--- src/rtl/crc_serial_pkg.sv ---
package crc_serial_pkg;

    // Operating mode latched at frame start
    typedef enum logic {
        MODE_GEN = 1'b0,
        MODE_CHK = 1'b1
    } crc_mode_e;

    // Sequencer phase
    typedef enum logic [1:0] {
        PH_IDLE  = 2'd0,
        PH_DATA  = 2'd1,
        PH_FLUSH = 2'd2
    } crc_phase_e;

    // Command from the sequencer to the divider register
    typedef struct packed {
        logic clr;   // load zero
        logic en;    // shift one bit
        logic din;   // bit entering at the bottom
    } shift_cmd_t;

    localparam shift_cmd_t SHIFT_IDLE = '{clr: 1'b0, en: 1'b0, din: 1'b0};

    function automatic shift_cmd_t mk_shift(input logic din);
        shift_cmd_t c;
        c.clr = 1'b0;
        c.en  = 1'b1;
        c.din = din;
        return c;
    endfunction

    function automatic shift_cmd_t mk_clear();
        shift_cmd_t c;
        c.clr = 1'b1;
        c.en  = 1'b0;
        c.din = 1'b0;
        return c;
    endfunction

endpackage

--- src/rtl/crc_shift_core.sv ---
module crc_shift_core
    import crc_serial_pkg::*;
#(
    parameter int       K   = 3,
    parameter logic [K:0] GEN = 4'b1011
) (
    input  logic         clk,
    input  logic         rst,
    input  shift_cmd_t   cmd_i,
    output logic [K-1:0] rem_q_o,
    output logic [K-1:0] rem_next_o
);

    logic [K-1:0] rem_q;
    logic [K-1:0] stepped;
    logic         top_bit;

    assign top_bit = rem_q[K-1];

    // One division step: shift left, new bit at the bottom, subtract
    // (XOR) the generator's low terms when the dropped bit was one.
    for (genvar g = 0; g < K; g++) begin : g_tap
        if (g == 0) begin : g_lsb
            assign stepped[g] = cmd_i.din ^ (top_bit & GEN[g]);
        end else begin : g_mid
            assign stepped[g] = rem_q[g-1] ^ (top_bit & GEN[g]);
        end
    end

    always_ff @(posedge clk) begin
        if (rst) begin
            rem_q <= '0;
        end else if (cmd_i.clr) begin
            rem_q <= '0;
        end else if (cmd_i.en) begin
            rem_q <= stepped;
        end
    end

    assign rem_q_o    = rem_q;
    assign rem_next_o = stepped;

endmodule

--- src/rtl/crc_seq_ctrl.sv ---
module crc_seq_ctrl
    import crc_serial_pkg::*;
#(
    parameter int K = 3
) (
    input  logic       clk,
    input  logic       rst,
    input  logic       start_i,
    input  logic       mode_i,
    input  logic       valid_i,
    input  logic       data_i,
    input  logic       end_i,
    output shift_cmd_t cmd_o,
    output logic       fin_o,
    output logic       ref_cap_o,
    output crc_mode_e  mode_q_o,
    output logic       busy_o
);

    localparam int CW = (K < 2) ? 1 : $clog2(K);
    localparam logic [CW-1:0] LAST = CW'(K - 1);

    crc_phase_e    ph_q, ph_d;
    logic [CW-1:0] cnt_q, cnt_d;
    crc_mode_e     mode_q;

    always_comb begin
        ph_d      = ph_q;
        cnt_d     = cnt_q;
        cmd_o     = SHIFT_IDLE;
        fin_o     = 1'b0;
        ref_cap_o = 1'b0;
        if (start_i) begin
            ph_d  = PH_DATA;
            cnt_d = '0;
            cmd_o = mk_clear();
        end else begin
            unique case (ph_q)
                PH_DATA: begin
                    if (valid_i) begin
                        cmd_o = mk_shift(data_i);
                    end
                    if (end_i) begin
                        ph_d      = PH_FLUSH;
                        cnt_d     = '0;
                        ref_cap_o = 1'b1;
                    end
                end
                PH_FLUSH: begin
                    cmd_o = mk_shift(1'b0);
                    if (cnt_q == LAST) begin
                        ph_d  = PH_IDLE;
                        fin_o = 1'b1;
                    end else begin
                        cnt_d = cnt_q + 1'b1;
                    end
                end
                default: begin
                    ph_d = PH_IDLE;
                end
            endcase
        end
    end

    always_ff @(posedge clk) begin
        if (rst) begin
            ph_q   <= PH_IDLE;
            cnt_q  <= '0;
            mode_q <= MODE_GEN;
        end else begin
            ph_q  <= ph_d;
            cnt_q <= cnt_d;
            if (start_i) begin
                mode_q <= crc_mode_e'(mode_i);
            end
        end
    end

    assign mode_q_o = mode_q;
    assign busy_o   = (ph_q != PH_IDLE);

    // busy only begins after a start strobe
    a_r8_busy_from_start: assert property (@(posedge clk) disable iff (rst)
        $rose(busy_o) |-> $past(start_i));

    // the zero-bit counter never passes the polynomial degree
    a_r3_flush_bounded: assert property (@(posedge clk) disable iff (rst)
        (ph_q == PH_FLUSH) |-> (32'(cnt_q) < K));

endmodule

--- src/rtl/crc_result_stage.sv ---
module crc_result_stage
    import crc_serial_pkg::*;
#(
    parameter int K = 3
) (
    input  logic         clk,
    input  logic         rst,
    input  logic         fin_i,
    input  crc_mode_e    mode_i,
    input  logic         ref_cap_i,
    input  logic [K-1:0] ref_i,
    input  logic [K-1:0] rem_next_i,
    output logic [K-1:0] rem_o,
    output logic         done_o,
    output logic         mismatch_o
);

    logic [K-1:0] ref_q;
    logic         differs;

    assign differs = (rem_next_i != ref_q);

    always_ff @(posedge clk) begin
        if (rst) begin
            ref_q      <= '0;
            rem_o      <= '0;
            done_o     <= 1'b0;
            mismatch_o <= 1'b0;
        end else begin
            done_o <= fin_i;
            if (ref_cap_i) begin
                ref_q <= ref_i;
            end
            if (fin_i) begin
                rem_o      <= rem_next_i;
                mismatch_o <= (mode_i == MODE_CHK) && differs;
            end
        end
    end

    // the completion flag is a single-cycle pulse
    a_r3_done_pulse: assert property (@(posedge clk) disable iff (rst)
        done_o |=> !done_o);

    // results move only together with the completion pulse
    a_r6_result_hold: assert property (@(posedge clk) disable iff (rst)
        !done_o |-> ($stable(rem_o) && $stable(mismatch_o)));

endmodule

--- src/rtl/crc_serial_codec.sv ---
module crc_serial_codec
    import crc_serial_pkg::*;
#(
    parameter int         K   = 3,
    parameter logic [K:0] GEN = 4'b1011
) (
    input  logic         clk,
    input  logic         rst,
    input  logic         frame_start_i,
    input  logic         check_mode_i,
    input  logic         bit_valid_i,
    input  logic         bit_i,
    input  logic         frame_end_i,
    input  logic [K-1:0] expect_i,
    output logic [K-1:0] remainder_o,
    output logic         done_o,
    output logic         mismatch_o,
    output logic         busy_o
);

    shift_cmd_t   cmd;
    logic         fin;
    logic         ref_cap;
    crc_mode_e    mode_q;
    logic [K-1:0] rem_q;
    logic [K-1:0] rem_next;

    crc_seq_ctrl #(.K(K)) u_ctrl (
        .clk      (clk),
        .rst      (rst),
        .start_i  (frame_start_i),
        .mode_i   (check_mode_i),
        .valid_i  (bit_valid_i),
        .data_i   (bit_i),
        .end_i    (frame_end_i),
        .cmd_o    (cmd),
        .fin_o    (fin),
        .ref_cap_o(ref_cap),
        .mode_q_o (mode_q),
        .busy_o   (busy_o)
    );

    crc_shift_core #(.K(K), .GEN(GEN)) u_core (
        .clk       (clk),
        .rst       (rst),
        .cmd_i     (cmd),
        .rem_q_o   (rem_q),
        .rem_next_o(rem_next)
    );

    crc_result_stage #(.K(K)) u_res (
        .clk       (clk),
        .rst       (rst),
        .fin_i     (fin),
        .mode_i    (mode_q),
        .ref_cap_i (ref_cap),
        .ref_i     (expect_i),
        .rem_next_i(rem_next),
        .rem_o     (remainder_o),
        .done_o    (done_o),
        .mismatch_o(mismatch_o)
    );

    // with no frame open and no start, the divider does not move
    a_r7_idle_hold: assert property (@(posedge clk) disable iff (rst)
        (!busy_o && !frame_start_i) |=> $stable(rem_q));

    // busy falls on the same edge that raises done
    a_r8_idle_on_done: assert property (@(posedge clk) disable iff (rst)
        done_o |-> !busy_o);

endmodule

--- config.mk ---
export PLATFORM = sky130hd
export DESIGN_NAME = crc_serial_codec
export DESIGN_NICKNAME = d
export VERILOG_FILES = /design/src/rtl/crc_serial_pkg.sv /design/src/rtl/crc_shift_core.sv /design/src/rtl/crc_seq_ctrl.sv /design/src/rtl/crc_result_stage.sv /design/src/rtl/crc_serial_codec.sv
export SDC_FILE = /design/constraint.sdc
export NUM_CORES = 1
export LEC_CHECK = 0
export ABC_AREA = 1
export CAP_MARGIN = 10
export CORE_MARGIN = 3
export CORE_UTILIZATION = 51
export CTS_CLUSTER_DIAMETER = 60
export DETAILED_ROUTE_END_ITERATION = 10
export GPL_TIMING_DRIVEN = 0
export PLACE_DENSITY_LB_ADDON = 0.3
export RECOVER_POWER = 50
export SYNTH_ARGS = -nofsm -noshare
export SYNTH_HDL_FRONTEND = slang
export SYNTH_SLANG_ARGS = --single-unit
--- constraint.sdc ---
create_clock -name clk -period 2.31 [get_ports clk]
set_clock_uncertainty 0.05 [all_clocks]
set_input_delay 0.462 -clock clk [delete_from_list [all_inputs] [get_ports clk]]
set_output_delay 0.462 -clock clk [all_outputs]
set_load 0.01 [all_outputs]
==> results.toml <==
[status]
status = "finished clean"

[min_path]
min_path_cells = 2
hold_start = "rst"
min_to = "u_res.mismatch_o"
hp-class = "input port to register"

[sta]
maxSlewHeadroom_pct = 76.9
drv_slew = 0
setup-violations-final = 0
timing.setup.tns_ns = 0
fin_crit_ns = 1.98
hold_viol_final = 0
worst_pin_slew_ns = 0.345
fmax_mhz = 505
layout_worst_path_cycle_share_pct = 85.7
rsz0062_at_grt = "false"

[global_routing]
grt_pass1_wl_mm = 2.62
grt_pass1_vias = 678
grt_antenna_before_repair = 0
grt_remaining_overflow = 0
grt_max_degree = 11
track_usage_pct = 17.1

[power_and_ir_drop]
power_density_nw_per_um2 = 545
p_total_uw = 529
vdd_drop_max_v = 0.000488
leakagePower_nw = 0.413

[floorplan]
die_h_um = 45.2
std_cell_rows = 13
core_um2 = 1370
ioPinCount = 16
start_util_pct = 57.3
dieWidth_um = 45.2
die-area_um2 = 2040

[drt]
detail-route-antenna-nets = 0
highest_layer = "met4"
drt_iter0_drc = 20
vias = 734
met1_length_um = 661
drt-total-wl_mm = 1.55
met3_wirelength_um = 122
wl_met2_um = 746
wl_per_cell_um = 11.0
routed_via_density = 5.21
drc = 0
first_pass_iters = 4

[clock_tree]
cts_resized = 0
postCtsSetupRepairBufs = 0
cts_buffer_depth = 2
cts_htree_levels = 1
insertion_delay_ns = 0.29
cts_inserted_buffers = 3
clk_pin_slew_ns = 0.10
clockRootBuffer = "clkbuf_4"
holdBufCountCts = 0
clock_sinks = 16
tritoncts = "built"

[cells_and_area]
num-fill-cells = 105
final_common_cell = "nand2_1"
multiInputGateArea_um2 = 379
final_cell_area_um2 = 971
final_cell_mix = "nand2_1 (22), inv_1 (18), dfxtp_1 (16)"
final_cell_count_no_fill = 141
regArea_um2 = 320
drive_above_1_share_pct = 7.14
num-nets-final = 141
synthToLayoutAreaGrowth_pct = 24.0
n_antenna_cell = 0

[critical_path]
worst_setup_path_end_kind = "primary output"
worstPathArrival_ns = 1.47
critical_path.cell_chain = "inv_1, ha_1, inv_1, clkdlybuf4s50_1"
required_ns = 1.80
crit_buf_inv = 3
crit_top_cell = "inv_1"
cpPeakStageDelay_ns = 0.52
r2r_setup_slack_ns = 0.74
crit-reg2reg-launch = "u_ctrl.ph_q[0]"
critPathLaunchType = "register"
reg2reg_depth = 7
r2r-end = "u_res.rem_o[0]"
worstSetupPathType = "register to primary output"
slowest_stage = "clkdlybuf4s50_1"
crit_family = "buffers and inverters"
worstPathMaxFanout = 3

[synthesis]
syn_area_um2 = 783
syn_inst = 108
synth_seq_area_share_pct = 40.9
synth_top_area_share_pct = 40.9
avgSynthCellArea_um2 = 7.25
syn_nets = 122
ys_warn_count = 0
synth_cell_type_count = 22
ys_top_cells_by_area = "dfxtp_1 (41%), nand2_1 (10%), inv_1 (8.1%)"
ys_seq_elements = 16
yosysTopAreaCell = "dfxtp_1"

[placement]
dpl_cell_area_um2 = 942
post-place-cells = 137
gp_congestion = 0.842
port_buffers = 14
dp_hpwl_mm = 1.20

[job]
maxCapViolCount = 0
[synthesized netlist by cell type (all sizes together)]
| cell | number |
|---|---|
| xor2 | 1 |
| ha | 4 |
| o21ai | 7 |
| a21oi | 10 |
| nor3 | 1 |
| nor2 | 14 |
| nand3 | 3 |
| dfxtp | 16 |
| a31oi | 1 |
| or2 | 2 |
| clkinv | 1 |
| nand3b | 1 |
| a211oi | 4 |
| buf | 1 |
| nand2 | 24 |
| inv | 18 |
[worst max path at each step]
stage                         from                end  slack, ns  cells after the start
finish              u_ctrl.ph_q[0]             busy_o       0.33                      4
global route        u_ctrl.ph_q[0]             busy_o       0.25                      4
CTS                 u_ctrl.ph_q[0]             busy_o       0.32                      4
detailed placement   frame_start_i   u_res.mismatch_o       0.47                      9
global placement     frame_start_i   u_res.mismatch_o       0.50                      9
floorplan           u_ctrl.ph_q[0]  u_core.rem_q_o[0]       1.02                      8
[flip-flops by register name, summed over array words and instances (netlist names)]
register and count:
u_core.rem_q_o 3, u_ctrl.cnt_q 2, u_ctrl.mode_q_o 1, u_ctrl.ph_q 2, u_res.done_o 1, u_res.mismatch_o 1
u_res.ref_q 3, u_res.rem_o 3
[cell type report]
type                    instances  area share [%]
multi-input cells              72            39.0
flip-flops and latches         16            33.0
repair buffers                 14            14.4
inverters                      19            7.35
clock buffers                   4            3.74
well taps                      15            1.93
plain buffers                   1           0.515
[metrics by stage]
step / hold WS, ns / worst slack (ns) / utilization [%]
floorplan: 0.377 / 1.02 / -
CTS: 0.396 / 0.317 / 71.6
global placement: 0.388 / 0.495 / 69.0
detailed placement: 0.398 / 0.467 / 69.0
global route: 0.423 / 0.253 / 71.1
finish: 0.400 / 0.330 / 71.1
[layer usage]
metal	vias up	GRT usage (%)
met1	314	21.3
met5	-	0
met3	4	2.39
met4	0	7.60
met2	38	28.8
li1	378	-
[worst reg2reg max path, cell delays in order (launching register included)]
cell	delay, ns
dfxtp_1	0.34
inv_1	0.08
ha_1	0.25
nand2_1	0.13
nor2_1	0.26
inv_1	0.16
o21ai_0	0.18
inv_1	0.05
[cell families (layout without fill, tap and decap cells)]
group | after synthesis | after routing | share of synthesized area, %
AO/OA/AOI/OAI | 22 | 22 | 16.0
XOR/XNOR | 1 | 1 | 1.12
adder cells (fa/ha/maj) | 4 | 4 | 6.39
buffers and inverters | 20 | 38 | 9.74
flip-flops | 16 | 16 | 40.9
AND/OR/NAND/NOR | 45 | 45 | 25.9
[report_power, final]
part / internal, mW / switching [mW]
clock: 0.0959 / 0.0890
combinational: 0.0278 / 0.0315
sequential: 0.282 / 0.00330
total: 0.406 / 0.124
Note: power is estimated with default switching activity, not from simulation.
